`config.mk`:
```
export PLATFORM = sky130hd
export DESIGN_NAME = mc_sequencer
export DESIGN_NICKNAME = d
export VERILOG_FILES = /design/src/rtl/mc_sequencer.sv
export SDC_FILE = /design/constraint.sdc
export NUM_CORES = 1
export LEC_CHECK = 0
export CORE_AREA = 5 5 42 44
export DETAILED_ROUTE_END_ITERATION = 10
export DIE_AREA = 0 0 47 49
export PLACE_DENSITY = 0.72
export SYNTH_ARGS = -nofsm -noshare
export SYNTH_HDL_FRONTEND = slang
export SYNTH_SLANG_ARGS = --single-unit
```
`constraint.sdc`:
```
create_clock -name clk -period 3.2 [get_ports clk]
set_input_delay 0.64 -clock clk [delete_from_list [all_inputs] [get_ports clk]]
set_output_delay 0.64 -clock clk [all_outputs]
set_load 0.01 [all_outputs]
```
`src/rtl/mc_sequencer.sv`:
```
module mc_sequencer (
  input  logic       clk,
  input  logic       rst,
  input  logic [5:0] opcode,
  output logic       addr_sel,
  output logic       mem_rd,
  output logic       mem_wr,
  output logic       ir_load,
  output logic       alu_a_sel,
  output logic [1:0] alu_b_sel,
  output logic [1:0] alu_op,
  output logic       pc_load,
  output logic       pc_load_cond,
  output logic [1:0] pc_src,
  output logic       rf_wr,
  output logic       rf_dst_sel,
  output logic       rf_from_mem,
  output logic [3:0] state
);

  localparam logic [3:0] ST_FETCH = 4'd0;
  localparam logic [3:0] ST_DEC   = 4'd1;
  localparam logic [3:0] ST_ADDR  = 4'd2;
  localparam logic [3:0] ST_LDRD  = 4'd3;
  localparam logic [3:0] ST_LDWB  = 4'd4;
  localparam logic [3:0] ST_STWR  = 4'd5;
  localparam logic [3:0] ST_AEXE  = 4'd6;
  localparam logic [3:0] ST_AWB   = 4'd7;
  localparam logic [3:0] ST_BR    = 4'd8;
  localparam logic [3:0] ST_JMP   = 4'd9;

  localparam logic [5:0] OP_ALU   = 6'b000000;
  localparam logic [5:0] OP_LOAD  = 6'b100011;
  localparam logic [5:0] OP_STORE = 6'b101011;
  localparam logic [5:0] OP_BEQ   = 6'b000100;
  localparam logic [5:0] OP_JMP   = 6'b000010;

  logic [3:0] cur, nxt;

  always_ff @(posedge clk) begin
    if (rst) cur <= ST_FETCH;
    else     cur <= nxt;
  end

  always_comb begin
    nxt = ST_FETCH;
    case (cur)
      ST_FETCH: nxt = ST_DEC;
      ST_DEC: begin
        case (opcode)
          OP_ALU:            nxt = ST_AEXE;
          OP_LOAD, OP_STORE: nxt = ST_ADDR;
          OP_BEQ:            nxt = ST_BR;
          OP_JMP:            nxt = ST_JMP;
          default:           nxt = ST_FETCH;
        endcase
      end
      ST_ADDR:  nxt = (opcode == OP_LOAD) ? ST_LDRD : ST_STWR;
      ST_LDRD:  nxt = ST_LDWB;
      ST_AEXE:  nxt = ST_AWB;
      default:  nxt = ST_FETCH;
    endcase
  end

  assign state        = cur;
  assign addr_sel     = (cur == ST_LDRD) || (cur == ST_STWR);
  assign mem_rd       = (cur == ST_FETCH) || (cur == ST_LDRD);
  assign mem_wr       = (cur == ST_STWR);
  assign ir_load      = (cur == ST_FETCH);
  assign alu_a_sel    = (cur == ST_ADDR) || (cur == ST_AEXE) || (cur == ST_BR);
  assign alu_b_sel    = (cur == ST_FETCH) ? 2'd1 :
                        (cur == ST_DEC)   ? 2'd3 :
                        (cur == ST_ADDR)  ? 2'd2 : 2'd0;
  assign alu_op       = (cur == ST_AEXE) ? 2'd2 :
                        (cur == ST_BR)   ? 2'd1 : 2'd0;
  assign pc_load      = (cur == ST_FETCH) || (cur == ST_JMP);
  assign pc_load_cond = (cur == ST_BR);
  assign pc_src       = (cur == ST_BR)  ? 2'd1 :
                        (cur == ST_JMP) ? 2'd2 : 2'd0;
  assign rf_wr        = (cur == ST_AWB) || (cur == ST_LDWB);
  assign rf_dst_sel   = (cur == ST_AWB);
  assign rf_from_mem  = (cur == ST_LDWB);

  assert_reset_to_fetch_R1: assert property (@(posedge clk)
    rst |=> cur == ST_FETCH);

  assert_fetch_to_decode_R2: assert property (@(posedge clk) disable iff (rst)
    cur == ST_FETCH |=> cur == ST_DEC);

  assert_alu_exec_then_wb_R4: assert property (@(posedge clk) disable iff (rst)
    cur == ST_AEXE |=> (cur == ST_AWB) && rf_wr && rf_dst_sel);

  assert_load_read_then_wb_R7: assert property (@(posedge clk) disable iff (rst)
    cur == ST_LDRD |=> (cur == ST_LDWB) && rf_from_mem && !rf_dst_sel);

  assert_store_strobes_R8: assert property (@(posedge clk) disable iff (rst)
    mem_wr |-> addr_sel && !mem_rd && !rf_wr && !pc_load);

  assert_unknown_opcode_R9: assert property (@(posedge clk) disable iff (rst)
    (cur == ST_DEC) && (opcode != OP_ALU) && (opcode != OP_LOAD) &&
    (opcode != OP_STORE) && (opcode != OP_BEQ) && (opcode != OP_JMP)
    |=> cur == ST_FETCH);

  assert_terminal_returns_R10: assert property (@(posedge clk) disable iff (rst)
    (cur == ST_AWB || cur == ST_BR || cur == ST_JMP || cur == ST_LDWB || cur == ST_STWR)
    |=> cur == ST_FETCH);

  assert_strobe_exclusive_R11: assert property (@(posedge clk) disable iff (rst)
    !(mem_rd && mem_wr));

  assert_single_pc_path_R11: assert property (@(posedge clk) disable iff (rst)
    !(pc_load && pc_load_cond));

endmodule

```
## After elaboration in Yosys (flattened, before gate mapping)

Cells that the tools add are included.

| storage, ports and cells | value |
|---|---|
| register bits after elaboration | 4 |
| output and inout bits | 20 |
| word-level logic and storage cells | 33 |

| cells by class | value |
|---|---|
| equal/unequal tests | 13 |
| mux-type cells | 10 |
| reductions and logical operators | 9 |

Operator list:

| kind | number |
|---|---|
| $pmux 4 s5 | 1 |
| $eq 4x3->1 const B | 4 |
| $pmux 4 s4 | 1 |
| $eq 6x6->1 const B | 2 |
| $mux 2 | 6 |
| $eq 4x2->1 const B | 2 |
| $eq 4x4->1 const B | 2 |
| $eq 6x2->1 const B | 1 |
| $eq 6x3->1 const B | 1 |
| $logic_not 6->1 | 1 |
| $logic_or 1x1->1 | 6 |
| $eq 4x1->1 const B | 1 |
| $logic_not 4->1 | 1 |
| $mux 3 | 1 |
| $reduce_or 2->1 | 1 |
| $mux 1 | 1 |

## Logic depth before layout (Yosys ltp)

| depth | value |
|---|---|
| word-level depth | 4 |
| gate-level depth with buffers | 5 |

## Least setup slack after synthesis

No wires, ideal clock.

| path | value |
|---|---|
| path kind | flip-flop to output port |
| from | reg cur[3], in the netlist state[3] |
| to | out pc_src[0] |
| arrival time | 1286 ps |
| required time | 2560 ps |
| path slack | 1274 ps |
| stages on the path, launching flop included | 5 |
| path buffers | 2 |
| cells stage by stage | dfxtp_1 > buf_6 > or2b_1 > nor3_1 > buf_4 |

| on the way | value |
|---|---|
| word-level cells in the longest chain between the ends | 2 |

Ends and longest elaborated chain:

| item | line | source |
|---|---|---|
| start: declaration | 38 | `logic [3:0] cur, nxt;` |
| start signal: assignment | 42 | `else cur <= nxt;` |
| $eq 4x4->1 | n/a |  |
| via pc_load_cond | 13 | `output logic pc_load_cond,` |
| $mux 2 | 78 | `assign pc_src = (cur == ST_BR) ? 2'd1 :` |
| end: declaration | 14 | `output logic [1:0] pc_src,` |

The timed path passes the listed nets, and every way through them passes these cells.

## Worst setup path in the final report

| path | value |
|---|---|
| from | reg cur[0], in the netlist state[0] |
| to | out alu_b_sel[1] |

| on the way | value |
|---|---|
| word-level cells in the longest chain between the ends | 4 |
| elaborated cells between the ends (all ways) | 6 |

Ends and longest elaborated chain:

| item | line | source |
|---|---|---|
| $eq 4x2->1 | 73 | `(cur == ST_ADDR) ? 2'd2 : 2'd0;` |
| $mux 2 | 73 |  |
| $mux 2 | 72 | `(cur == ST_DEC) ? 2'd3 :` |
| $mux 2 (*) | 71 | `assign alu_b_sel = (cur == ST_FETCH) ? 2'd1 :` |
| end: declaration | 10 | `output logic [1:0] alu_b_sel,` |

Mark *: on every way between the ends. The rest lies on a longest branch, timed or not.

==> metrics.txt <==
# TYPE chip_impl_metric gauge
chip_impl_info{name="outcome",value="complete, no violations"} 1
chip_impl_metric{name="final_core_utilization",unit=""} 0.4964
chip_impl_metric{name="pwr_density_cell",unit="mW/mm^2"} 234.1
chip_impl_metric{name="grt-ovfl-total",unit=""} 0
chip_impl_metric{name="worst_path_largest_cell_delay",unit="ns"} 0.61
chip_impl_metric{name="max-cap-violations",unit=""} 0
chip_impl_metric{name="drcViolationCount",unit=""} 0
chip_impl_metric{name="areaGrowthSynthToFinish",unit="%"} 64.99
chip_impl_info{name="path_cells",value="nand2b_1 > a21oi_1 > clkdlybuf4s50_1"} 1
chip_impl_metric{name="final.setup_skew",unit="ns"} 0.007230
chip_impl_metric{name="max_freq",unit="GHz"} 0.3990
chip_impl_metric{name="postSynthAreaPerCell",unit="um^2"} 7.530
chip_impl_metric{name="post_cts.repair.setup_buffers",unit=""} 0
chip_impl_metric{name="seq_area_frac_synth",unit=""} 0.1899
chip_impl_metric{name="tritoncts.num_buffers",unit=""} 3
chip_impl_metric{name="ys_seq_elements",unit=""} 4
chip_impl_metric{name="drt-vias-per-instance",unit=""} 4.959
chip_impl_metric{name="cts_max_level",unit=""} 1
chip_impl_metric{name="placement_rows",unit=""} 14
chip_impl_metric{name="setup-violations-final",unit=""} 0
chip_impl_metric{name="clock_sinks",unit=""} 4
chip_impl_metric{name="report.final.slew_viol_count",unit=""} 0
chip_impl_metric{name="synth_warnings",unit=""} 0
chip_impl_info{name="min_delay_path_class",value="reg -> reg"} 1
chip_impl_metric{name="drt_iter0_drc",unit=""} 1
chip_impl_metric{name="max-slew-margin-rel",unit=""} 0.6795
chip_impl_metric{name="dieArea",unit="mm^2"} 0.002303
chip_impl_metric{name="final_instance_area",unit="um^2"} 695.7
chip_impl_metric{name="path_buf_inv",unit=""} 1
chip_impl_metric{name="antenna_left",unit=""} 0
chip_impl_metric{name="num_antenna_cells",unit=""} 0
chip_impl_metric{name="vias",unit=""} 481
chip_impl_info{name="post-synth-top-count-cell",value="sky130_fd_sc_hd__nor2_1"} 1
chip_impl_metric{name="final_layout_size_suffix_gt1_frac",unit=""} 0.08642
chip_impl_metric{name="totalNegativeSetupSlack",unit="ns"} 0
chip_impl_metric{name="report.power.total",unit="mW"} 0.1628
chip_impl_metric{name="async_reset_ff_frac",unit=""} 0
chip_impl_metric{name="core_area",unit="mm^2"} 0.001401
chip_impl_metric{name="worst_ep_arrival_time",unit="ns"} 1.87
chip_impl_info{name="ctsRootBufferMaster",value="sky130_fd_sc_hd__clkbuf_4"} 1
chip_impl_metric{name="worstSkewPairLatency",unit="ns"} 0.23
chip_impl_info{name="cts_tree",value="done"} 1
chip_impl_metric{name="largest_reg_flops",unit=""} 4
chip_impl_info{name="critical_path_class",value="reg -> out"} 1
chip_impl_metric{name="clkSlewWorstSetupHoldPaths",unit="ns"} 0.04
chip_impl_metric{name="period_share",unit=""} 0.7831
chip_impl_info{name="synth.area.top_cells",value="sky130_fd_sc_hd__dfxtp_1, sky130_fd_sc_hd__nor3_1, sky130_fd_sc_hd__nor2_1"} 1
chip_impl_metric{name="hold_violations",unit=""} 0
chip_impl_metric{name="routed_wirelength",unit="mm"} 1.049
chip_impl_metric{name="top_level_ports",unit=""} 28
chip_impl_metric{name="dpl-instance-area",unit="um^2"} 673.1
chip_impl_metric{name="post_cts_resized",unit=""} 0
chip_impl_metric{name="chipWidth",unit="um"} 47
chip_impl_metric{name="synth-edff-count",unit=""} 0
chip_impl_metric{name="antenna_violations_before_repair",unit=""} 0
chip_impl_metric{name="crit_path_max_fanout",unit=""} 16
chip_impl_metric{name="maximum_number_of_pins_on_one_net_before_global_route_repair",unit=""} 17
chip_impl_info{name="crit_path_top_delay_cell",value="sky130_fd_sc_hd__dfxtp_1"} 1
chip_impl_info{name="critical_path.endpoint_type",value="output pin"} 1
chip_impl_metric{name="cts_buffer_depth",unit=""} 2
chip_impl_metric{name="power_leakage",unit="nW"} 0.2489
chip_impl_metric{name="buffer_ports.inserted",unit=""} 27
chip_impl_metric{name="post_synth_num_cell_types",unit=""} 32
chip_impl_metric{name="number_of_global_route_vias_before_repair",unit=""} 464
chip_impl_metric{name="actual_slew_at_the_worst_max_slew_pin",unit="ns"} 0.4800
chip_impl_metric{name="drt_pre_antenna_iters",unit=""} 5
chip_impl_metric{name="routed_length_on_met1",unit="um"} 453
chip_impl_metric{name="whs",unit="ns"} 0.7402
chip_impl_metric{name="postCtsHoldBufs",unit=""} 0
chip_impl_metric{name="fin_nets",unit=""} 91
chip_impl_info{name="netlist.top_cell.by_area",value="sky130_fd_sc_hd__dfxtp_1"} 1
chip_impl_metric{name="power.ir.vdd_worst",unit="V"} 0.0002726
chip_impl_metric{name="finalCriticalPeriod",unit="ns"} 2.506
chip_impl_metric{name="synth_cells",unit=""} 56
chip_impl_info{name="dominantRegCellSynth",value="sky130_fd_sc_hd__dfxtp_1"} 1
chip_impl_metric{name="post_drt_wl_per_cell",unit="um"} 10.81
chip_impl_info{name="route.top_layer_used",value="met3"} 1
chip_impl_metric{name="postSynthNetCount",unit=""} 64
chip_impl_metric{name="met2_wirelength",unit="um"} 488
chip_impl_info{name="synth_common_cells",value="sky130_fd_sc_hd__nor2_1, sky130_fd_sc_hd__nor3_1, sky130_fd_sc_hd__dfxtp_1, sky130_fd_sc_hd__nand2b_1"} 1
chip_impl_metric{name="globalRouteTotalUtil",unit=""} 0.1084
chip_impl_info{name="rsz0062_at_grt",value="no"} 1
chip_impl_metric{name="routed-wl-met3",unit="um"} 107
chip_impl_info{name="cp_top_family",value="flip-flops"} 1
chip_impl_metric{name="post_synth_instance_area",unit="um^2"} 421.7
chip_impl_metric{name="grt_pass1_wl",unit="mm"} 1.890
chip_impl_metric{name="dpl.hpwl",unit="um"} 876.9
chip_impl_info{name="start_kind",value="flip-flop"} 1
chip_impl_metric{name="floorplan.initialDensity",unit=""} 0.3009
chip_impl_metric{name="gpl.final_weighted_congestion",unit=""} 0.8076
chip_impl_metric{name="synth_largest_type_area_fraction",unit=""} 0.1899
chip_impl_metric{name="die_height",unit="um"} 49
chip_impl_metric{name="cp.required",unit="ns"} 2.56
==> worst register-to-register path, stage by stage (launching register included) <==
cell and delay (ns):
sky130_fd_sc_hd__dfxtp_1 0.58, sky130_fd_sc_hd__nand2b_1 0.29, sky130_fd_sc_hd__a21oi_1 0.12, sky130_fd_sc_hd__a221oi_1 0.30, sky130_fd_sc_hd__nor2_1 0.06
==> layer usage <==
metal / vias up / global-route usage
met5: - / 0
met4: 0 / 0.04147
met3: 0 / 0.04428
met2: 19 / 0.1674
met1: 208 / 0.1294
li1: 254 / -
==> metrics by stage <==
step / instances / setup slack, ns
floorplan: 56 / 1.274
global placement: 94 / 0.9279
detailed placement: 94 / 0.9241
CTS: 97 / 0.6649
global route: 97 / 0.5330
finish: 97 / 0.6940
==> power breakdown <==
group	leakage [nW]	switching (mW)	internal, mW	total (mW)
Combinational	0.203	0.0182	0.0263	0.0445
Sequential	0.0326	0.00479	0.0515	0.0562
Clock	0.0138	0.0202	0.0419	0.0621
Total	0.249	0.0432	0.120	0.163
==> cell type report <==
type                            instances  area [um^2]
Fill cell                             161        705.7
Timing Repair Buffer                   27        270.3
Clock buffer                            3        22.52
Inverter                                1        3.754
Tap cell                               16        20.02
Multi-Input combinational cell         46        299.0
Sequential cell                         4        80.08
==> cells in the final DEF (no fill, tap or decap), types with 2 or more instances in the layout <==
master                             n
sky130_fd_sc_hd__nor3b_1           2
sky130_fd_sc_hd__clkdlybuf4s50_1  27
sky130_fd_sc_hd__xnor2_1           2
sky130_fd_sc_hd__clkbuf_4          3
sky130_fd_sc_hd__dfxtp_1           4
sky130_fd_sc_hd__nor3_1            7
sky130_fd_sc_hd__nor2_1            9
sky130_fd_sc_hd__a21oi_1           2
sky130_fd_sc_hd__nand2b_1          4
==> worst paths after layout <==
check | startpoint | to | slack [ns] | cells after the start
max | state[0] | alu_b_sel[1] | 0.69 | 3
min | state[3] | state[2] | 0.74 | 2
max reg2reg | state[1] | state[1] | 1.73 | 4
min reg2reg | state[3] | state[2] | 0.74 | 2
==> cells by family (layout without fill, tap and decap cells) <==
group           after synthesis  count (layout)  synth area share
simple gates                 34              34            0.4926
compound gates                9               9            0.1543
buf+inv                       6              31            0.1009
flops                         4               4            0.1899
xor+xnor                      3               3           0.06233
No activity file was read; power rests on OpenSTA's default activity.
